### src/rtl/fltq_pkg.sv
package fltq_pkg;

    typedef enum logic [1:0] {
        Q_IDLE    = 2'd0,
        Q_ARMED   = 2'd1,
        Q_TRIPPED = 2'd2
    } qual_state_e;

endpackage

### src/rtl/fltq_qualifier.sv
module fltq_qualifier
    import fltq_pkg::*;
#(
    parameter int LIMIT = 4
) (
    input  logic clk,
    input  logic rst_n,
    input  logic enable,
    input  logic tick,
    input  logic cond,
    output logic fault
);
    localparam int CW = (LIMIT < 2) ? 1 : $clog2(LIMIT + 1);
    localparam logic [CW-1:0] LAST = CW'(LIMIT - 1);

    qual_state_e    state, state_nx;
    logic [CW-1:0]  cnt, cnt_nx;

    always_comb begin
        state_nx = state;
        cnt_nx   = cnt;
        if (!enable) begin
            state_nx = Q_IDLE;
            cnt_nx   = '0;
        end else begin
            unique case (state)
                Q_IDLE, Q_ARMED: begin
                    if (!cond) begin
                        state_nx = Q_IDLE;
                        cnt_nx   = '0;
                    end else if (tick) begin
                        if (cnt == LAST) begin
                            state_nx = Q_TRIPPED;
                            cnt_nx   = '0;
                        end else begin
                            state_nx = Q_ARMED;
                            cnt_nx   = cnt + 1'b1;
                        end
                    end else begin
                        state_nx = Q_ARMED;
                    end
                end
                Q_TRIPPED: begin
                    state_nx = Q_TRIPPED;
                end
                default: begin
                    state_nx = Q_IDLE;
                    cnt_nx   = '0;
                end
            endcase
        end
    end

    always_ff @(posedge clk or negedge rst_n) begin
        if (!rst_n) begin
            state <= Q_IDLE;
            cnt   <= '0;
        end else begin
            state <= state_nx;
            cnt   <= cnt_nx;
        end
    end

    always_comb begin
        fault = (state == Q_TRIPPED);
    end

    // disable clears at the next edge
    p_clear_on_disable_r8: assert property (@(posedge clk) disable iff (!rst_n)
        !enable |=> !fault);
    // latched while enabled
    p_fault_latched_r7: assert property (@(posedge clk) disable iff (!rst_n)
        (fault && enable) |=> fault);
    // a trip only follows a tick with the condition present
    p_trip_needs_tick_r6: assert property (@(posedge clk) disable iff (!rst_n)
        $rose(fault) |-> $past(tick && cond && enable));
    // count stays below its limit
    p_cnt_bound_r6: assert property (@(posedge clk) disable iff (!rst_n)
        cnt <= LAST);
    // condition loss restarts counting
    p_restart_r6: assert property (@(posedge clk) disable iff (!rst_n)
        (!cond && !fault) |=> (cnt == '0) && !fault);

endmodule

### src/rtl/fltq_spread.sv
module fltq_spread #(
    parameter int N_PH   = 3,
    parameter int S_W    = 8,
    parameter int MARGIN = 2
) (
    input  logic [1:0]          phase_cnt,
    input  logic [N_PH*S_W-1:0] phase_isen,
    output logic                over
);
    logic [S_W-1:0] hi, lo, smp;
    int             n_act;

    always_comb begin
        n_act = (phase_cnt == 2'd0) ? 1 : int'(phase_cnt);
        if (n_act > N_PH) n_act = N_PH;
        hi = phase_isen[S_W-1:0];
        lo = phase_isen[S_W-1:0];
        for (int i = 1; i < N_PH; i++) begin
            smp = phase_isen[i*S_W +: S_W];
            if (i < n_act) begin
                if (smp > hi) hi = smp;
                if (smp < lo) lo = smp;
            end
        end
        over = (n_act > 1) && ((hi - lo) > S_W'(MARGIN));
    end

endmodule

### src/rtl/fltq_monitor.sv
module fltq_monitor
    import fltq_pkg::*;
#(
    parameter int N_PH       = 3,
    parameter int I_W        = 8,
    parameter int V_W        = 10,
    parameter int S_W        = 8,
    parameter int OC_FULL    = 60,
    parameter int OC_MID3    = 40,
    parameter int OC_LOW3    = 20,
    parameter int OC_LOW2    = 30,
    parameter int OV_MARGIN  = 175,
    parameter int IMB_MARGIN = 2,
    parameter int OC_TICKS   = 4,
    parameter int OV_TICKS   = 2,
    parameter int IMB_TICKS  = 32
) (
    input  logic                clk,
    input  logic                rst_n,
    input  logic                enable,
    input  logic                tick,
    input  logic [1:0]          phase_cnt,
    input  logic [1:0]          pstate,
    input  logic [I_W-1:0]      main_isum,
    input  logic [I_W-1:0]      aux_isum,
    input  logic [V_W-1:0]      main_ov_excess,
    input  logic [V_W-1:0]      aux_ov_excess,
    input  logic [N_PH*S_W-1:0] phase_isen,
    output logic                main_oc_fault,
    output logic                main_ov_fault,
    output logic                main_imb_fault,
    output logic                aux_oc_fault,
    output logic                aux_ov_fault,
    output logic                main_pg_low,
    output logic                aux_pg_low
);
    localparam int N_RAIL = 2;

    logic [I_W-1:0]    main_limit;
    logic [N_RAIL-1:0] oc_cond, ov_cond, oc_flt, ov_flt;
    logic              imb_cond;
    logic [I_W-1:0]    isum   [N_RAIL];
    logic [I_W-1:0]    limit  [N_RAIL];
    logic [V_W-1:0]    excess [N_RAIL];

    always_comb begin
        unique case (phase_cnt)
            2'd3: begin
                unique case (pstate)
                    2'd0:    main_limit = I_W'(OC_FULL);
                    2'd1:    main_limit = I_W'(OC_MID3);
                    default: main_limit = I_W'(OC_LOW3);
                endcase
            end
            2'd2:    main_limit = (pstate == 2'd0) ? I_W'(OC_FULL) : I_W'(OC_LOW2);
            default: main_limit = I_W'(OC_FULL);
        endcase
    end

    always_comb begin
        isum[0]   = main_isum;
        isum[1]   = aux_isum;
        limit[0]  = main_limit;
        limit[1]  = I_W'(OC_FULL);
        excess[0] = main_ov_excess;
        excess[1] = aux_ov_excess;
    end

    for (genvar r = 0; r < N_RAIL; r++) begin : g_rail
        assign oc_cond[r] = isum[r] > limit[r];
        assign ov_cond[r] = excess[r] > V_W'(OV_MARGIN);

        fltq_qualifier #(.LIMIT(OC_TICKS)) u_oc (
            .clk(clk), .rst_n(rst_n), .enable(enable), .tick(tick),
            .cond(oc_cond[r]), .fault(oc_flt[r]));

        fltq_qualifier #(.LIMIT(OV_TICKS)) u_ov (
            .clk(clk), .rst_n(rst_n), .enable(enable), .tick(tick),
            .cond(ov_cond[r]), .fault(ov_flt[r]));
    end

    fltq_spread #(.N_PH(N_PH), .S_W(S_W), .MARGIN(IMB_MARGIN)) u_spread (
        .phase_cnt(phase_cnt), .phase_isen(phase_isen), .over(imb_cond));

    fltq_qualifier #(.LIMIT(IMB_TICKS)) u_imb (
        .clk(clk), .rst_n(rst_n), .enable(enable), .tick(tick),
        .cond(imb_cond), .fault(main_imb_fault));

    always_comb begin
        main_oc_fault = oc_flt[0];
        aux_oc_fault  = oc_flt[1];
        main_ov_fault = ov_flt[0];
        aux_ov_fault  = ov_flt[1];
        main_pg_low   = main_oc_fault | main_ov_fault | main_imb_fault;
        aux_pg_low    = aux_oc_fault | aux_ov_fault;
    end

    // imbalance needs at least two active phases
    p_imb_needs_phases_r5: assert property (@(posedge clk) disable iff (!rst_n)
        $rose(main_imb_fault) |-> $past(phase_cnt >= 2'd2));
    // both power-good requests release after disable
    p_pg_release_r8: assert property (@(posedge clk) disable iff (!rst_n)
        !enable |=> !main_pg_low && !aux_pg_low);
    // a main overcurrent trip follows a current above the active limit
    p_oc_strict_r10: assert property (@(posedge clk) disable iff (!rst_n)
        $rose(main_oc_fault) |-> $past(main_isum > I_W'(OC_LOW3)));

endmodule

### config.mk
export PLATFORM = sky130hd
export DESIGN_NAME = fltq_monitor
export DESIGN_NICKNAME = d
export VERILOG_FILES = /design/src/rtl/fltq_pkg.sv /design/src/rtl/fltq_qualifier.sv /design/src/rtl/fltq_spread.sv /design/src/rtl/fltq_monitor.sv
export SDC_FILE = /design/constraint.sdc
export NUM_CORES = 1
export LEC_CHECK = 0
export BUFFER_PORTS_ARGS = -buffer_cell sky130_fd_sc_hd__buf_4
export CELL_PAD_IN_SITES_DETAIL_PLACEMENT = 1
export CELL_PAD_IN_SITES_GLOBAL_PLACEMENT = 2
export CORE_MARGIN = 2
export CORE_UTILIZATION = 28
export CTS_CLUSTER_SIZE = 16
export DETAILED_ROUTE_END_ITERATION = 12
export PLACE_DENSITY = 0.81
export SLEW_MARGIN = 0
export SYNTH_ARGS = -nofsm -noshare
export SYNTH_HDL_FRONTEND = slang
export SYNTH_SLANG_ARGS = --single-unit
### constraint.sdc
create_clock -name clk -period 1.5 [get_ports clk]
set_clock_uncertainty 0.1 [all_clocks]
set_input_delay 0.15 -clock clk [delete_from_list [all_inputs] [get_ports clk]]
set_output_delay 0.15 -clock clk [all_outputs]
set_load 0.005 [all_outputs]
==> impl_results.md <==
- Status: complete, but fails checks
- Failing checks: setup timing
- Worst hold-check path type: input port to register
- Sequential element share of the synthesized area: 21.9%
- Actual slew at the worst max-slew pin: 671 ps
- Total Wirelength: 13700 um
- CTS root buffer: clkbuf_8
- Clock Latency Late Sink: 270 ps
- Worst path slowest cell: ha_2
- WL/cell: 19.5 um
- Initial antenna violation count: 0
- Required time of the critical path: 1560 ps
- Fin crit share: 379%
- Most common cell in the synthesized netlist: ha_1
- Dpl hpwl: 8170 um
- CTS tree: yes
- CP max stage delay: 350 ps
- Slew Limit Fails: 0
- Max rail drop VDD: 286 uV
- Vias in the first global route: 4028
- Clk slew on worst S/H paths: 90 ps
- Drt drc: 0
- CP Capture Type: register
- Row count: 37
- Area leader, netlist: dfrtp_1
- Syn Area/Cell: 8.22 um^2
- Yosys reg bits: 26
- F_max: 176 MHz
- Grt ovf: 0
- Critical path data arrival time: 5750 ps
- Asr flop ratio synth: 100%
- Min Tclk post-route: 5690 ps
- Synth top area cells: dfrtp_1, ha_1, nor2b_1
- DR vias/cell: 5.33
- Inst Count DP: 640
- Nets: 677
- Most frequent CP cell: buf_4
- Crit path launch type: input port
- Dominant synthesized flop cell: dfrtp_1
- Net Sw Frac: 38.4%
- Drt pass-1 iters: 4
- IO Pins: 75
- Pint: 0.00225 W
- Die area: 11500 um^2
- Total power per unit cell area: 653 nW/um^2
- Placed Area: 4340 um^2
- Yosys warns: 0
- Core ar.: 10300 um^2
- Max FO, Critical Path: 4
- Setup-failing EPs final: 14
- Mapped Cells: 362
- Initial drt markers: 103
- N_diodes: 0
- Die height: 107 um
- Placer Congestion: 0.874
- Clock share of power: 12.3%
- H-tree Lvls: 1
- Inserted Clock Buffers: 3
- Logic pwr share: 67.0%
- Unrepaired setup endpoints after global routing: yes
- Post-Syn Area: 2980 um^2
- CTS max path bufs: 2
- Slew margin rel.: 54.8%
- Buffers on Ports: 66
- Sequential share of power: 20.7%
- Final hold vios: 0
- Routed vias: 3753
- P&R area growth vs syn: 88.2%
- Clock sinks: 26
- Netlist cell types: 65
- Finished Cell Area: 5600 um^2
- NetSw: 0.00140 W
- DRT antenna net count: 0
- First-pass GRT wire length: 19400 um
- Number of synthesized flops with an enable pin: 0
- Largest net degree at the start of global routing: 31
- Leak Pwr: 2.56 nW
- Setup WS post-layout: -4190 ps
- Post-synth top area share: 21.9%
- Max cap viols: 0
- Gr usage total: 21.1%
- Setup CP Type: input port to register
- Starting Density: 28.8%
- Fraction of layout cells with a size suffix above 1: 58.6%
- Syn Nets: 470
- Die X: 107 um
- Most frequent cells after synthesis: ha_1, nor2_1, dfrtp_1, nand2_1
- Layout Cells excl Fill: 704
-- final timing paths --
path | cells past startpoint | startpoint | slack [ps] | to
max | 32 | phase_isen[3] | -4190 | u_imb.cnt[2]
min | 3 | enable | 160 | u_imb.state[0]
max reg2reg | 4 | u_imb.state[1] | -300 | u_imb.cnt[2]
min reg2reg | 1 | g_rail[0].u_ov.cnt[1] | 440 | g_rail[0].u_ov.cnt[1]
max in group asynchronous | 2 | rst_n | 810 | g_rail[1].u_ov.state[0]
min in group asynchronous | 2 | rst_n | 230 | g_rail[1].u_oc.cnt[1]
-- worst max-delay path, delay by kind of cell --
family / cells / cell delay, ps
simple gates: 7 / 990
fa+ha+maj: 3 / 1020
xor+xnor: 1 / 140
compound gates: 13 / 2250
buf+inv: 8 / 1200
-- stage by stage --
stage	TNS (ps)	power, W	hold slack [ps]	utilization (%)	worst slack (ps)
3_3_place_gp	-38210	0.00225	-21.3	42.0	-4180
3_5_place_dp	-39990	0.00231	-20.5	42.0	-4390
6_report	-36200	0.00366	155	54.3	-4190
5_1_grt	-38060	0.00387	156	54.3	-4300
4_1_cts	-32700	0.00325	139	50.1	-3800
2_1_floorplan	-29690	0.00162	-246	-	-3700
-- placed cells by master, fill, tap and decap left out, types with 7 or more instances in the layout --
master and instances:
nand2_1 23, nor2b_1 13, dfrtp_1 26, ha_1 22
o21ai_1 7, buf_4 192, buf_6 13, inv_1 20
ha_4 15, o21a_1 7, nor2_1 28, nor2b_4 7
a21oi_2 18, nand4_1 7, o21ai_0 12
-- logic make-up (layout without fill, tap and decap cells) --
family,after synthesis,after routing,synth area share [%]
AND/OR/NAND/NOR,136,137,25.5
AO/OA/AOI/OAI,105,105,24.7
XOR/XNOR,7,7,2.06
buffers and inverters,35,240,4.46
flip-flops,26,26,21.9
adder cells (fa/ha/maj),40,40,17.1
multiplexers,13,13,4.37
-- metal layers --
| metal | up-vias | track usage, % | wire length [um] |
|---|---|---|---|
| met1 | 1860 | 22.8 | 5120 |
| met2 | 113 | 41.8 | 7450 |
| met5 | - | 0 | 0 |
| met3 | 52 | 1.88 | 525 |
| li1 | 1728 | - | - |
| met4 | 0 | 7.70 | 644 |
-- state kept, by name, indices dropped and copies added, names as in the netlist --
register and cells:
g_rail.u_ov.state 4, u_imb.state 2, g_rail.u_oc.cnt 6, g_rail.u_oc.state 4
u_imb.cnt 6, g_rail.u_ov.cnt 4
-- power groups by stage --
stage                     combinational [W]  sequential (W)  clock, W
after floorplan                    0.000855        0.000760         0
after global placement              0.00148        0.000763         0
after detailed placement            0.00155        0.000767         0
after CTS                           0.00202        0.000757  0.000467
after global routing                0.00261        0.000762  0.000494
final                               0.00245        0.000758  0.000449
-- final cells by class --
class | count | area, um^2
multi-input cells | 302 | 2940
well taps | 136 | 170
fillers | 1172 | 4720
clock buffers | 4 | 55.1
inverters | 25 | 101
flip-flops and latches | 26 | 651
repair buffers | 211 | 1690
-- what timing repair did --
item | CTS | global route
hold buffers | 1 | 0
cloned | 1 | 0
hold endpoints to repair | 26 | 0
endpoints found under the setup margin | 16 | 17
pin swaps | 46 | 40
resized for setup | 93 | 52
buffers inserted | 44 | 17
Power figures use the tool's default switching activity.
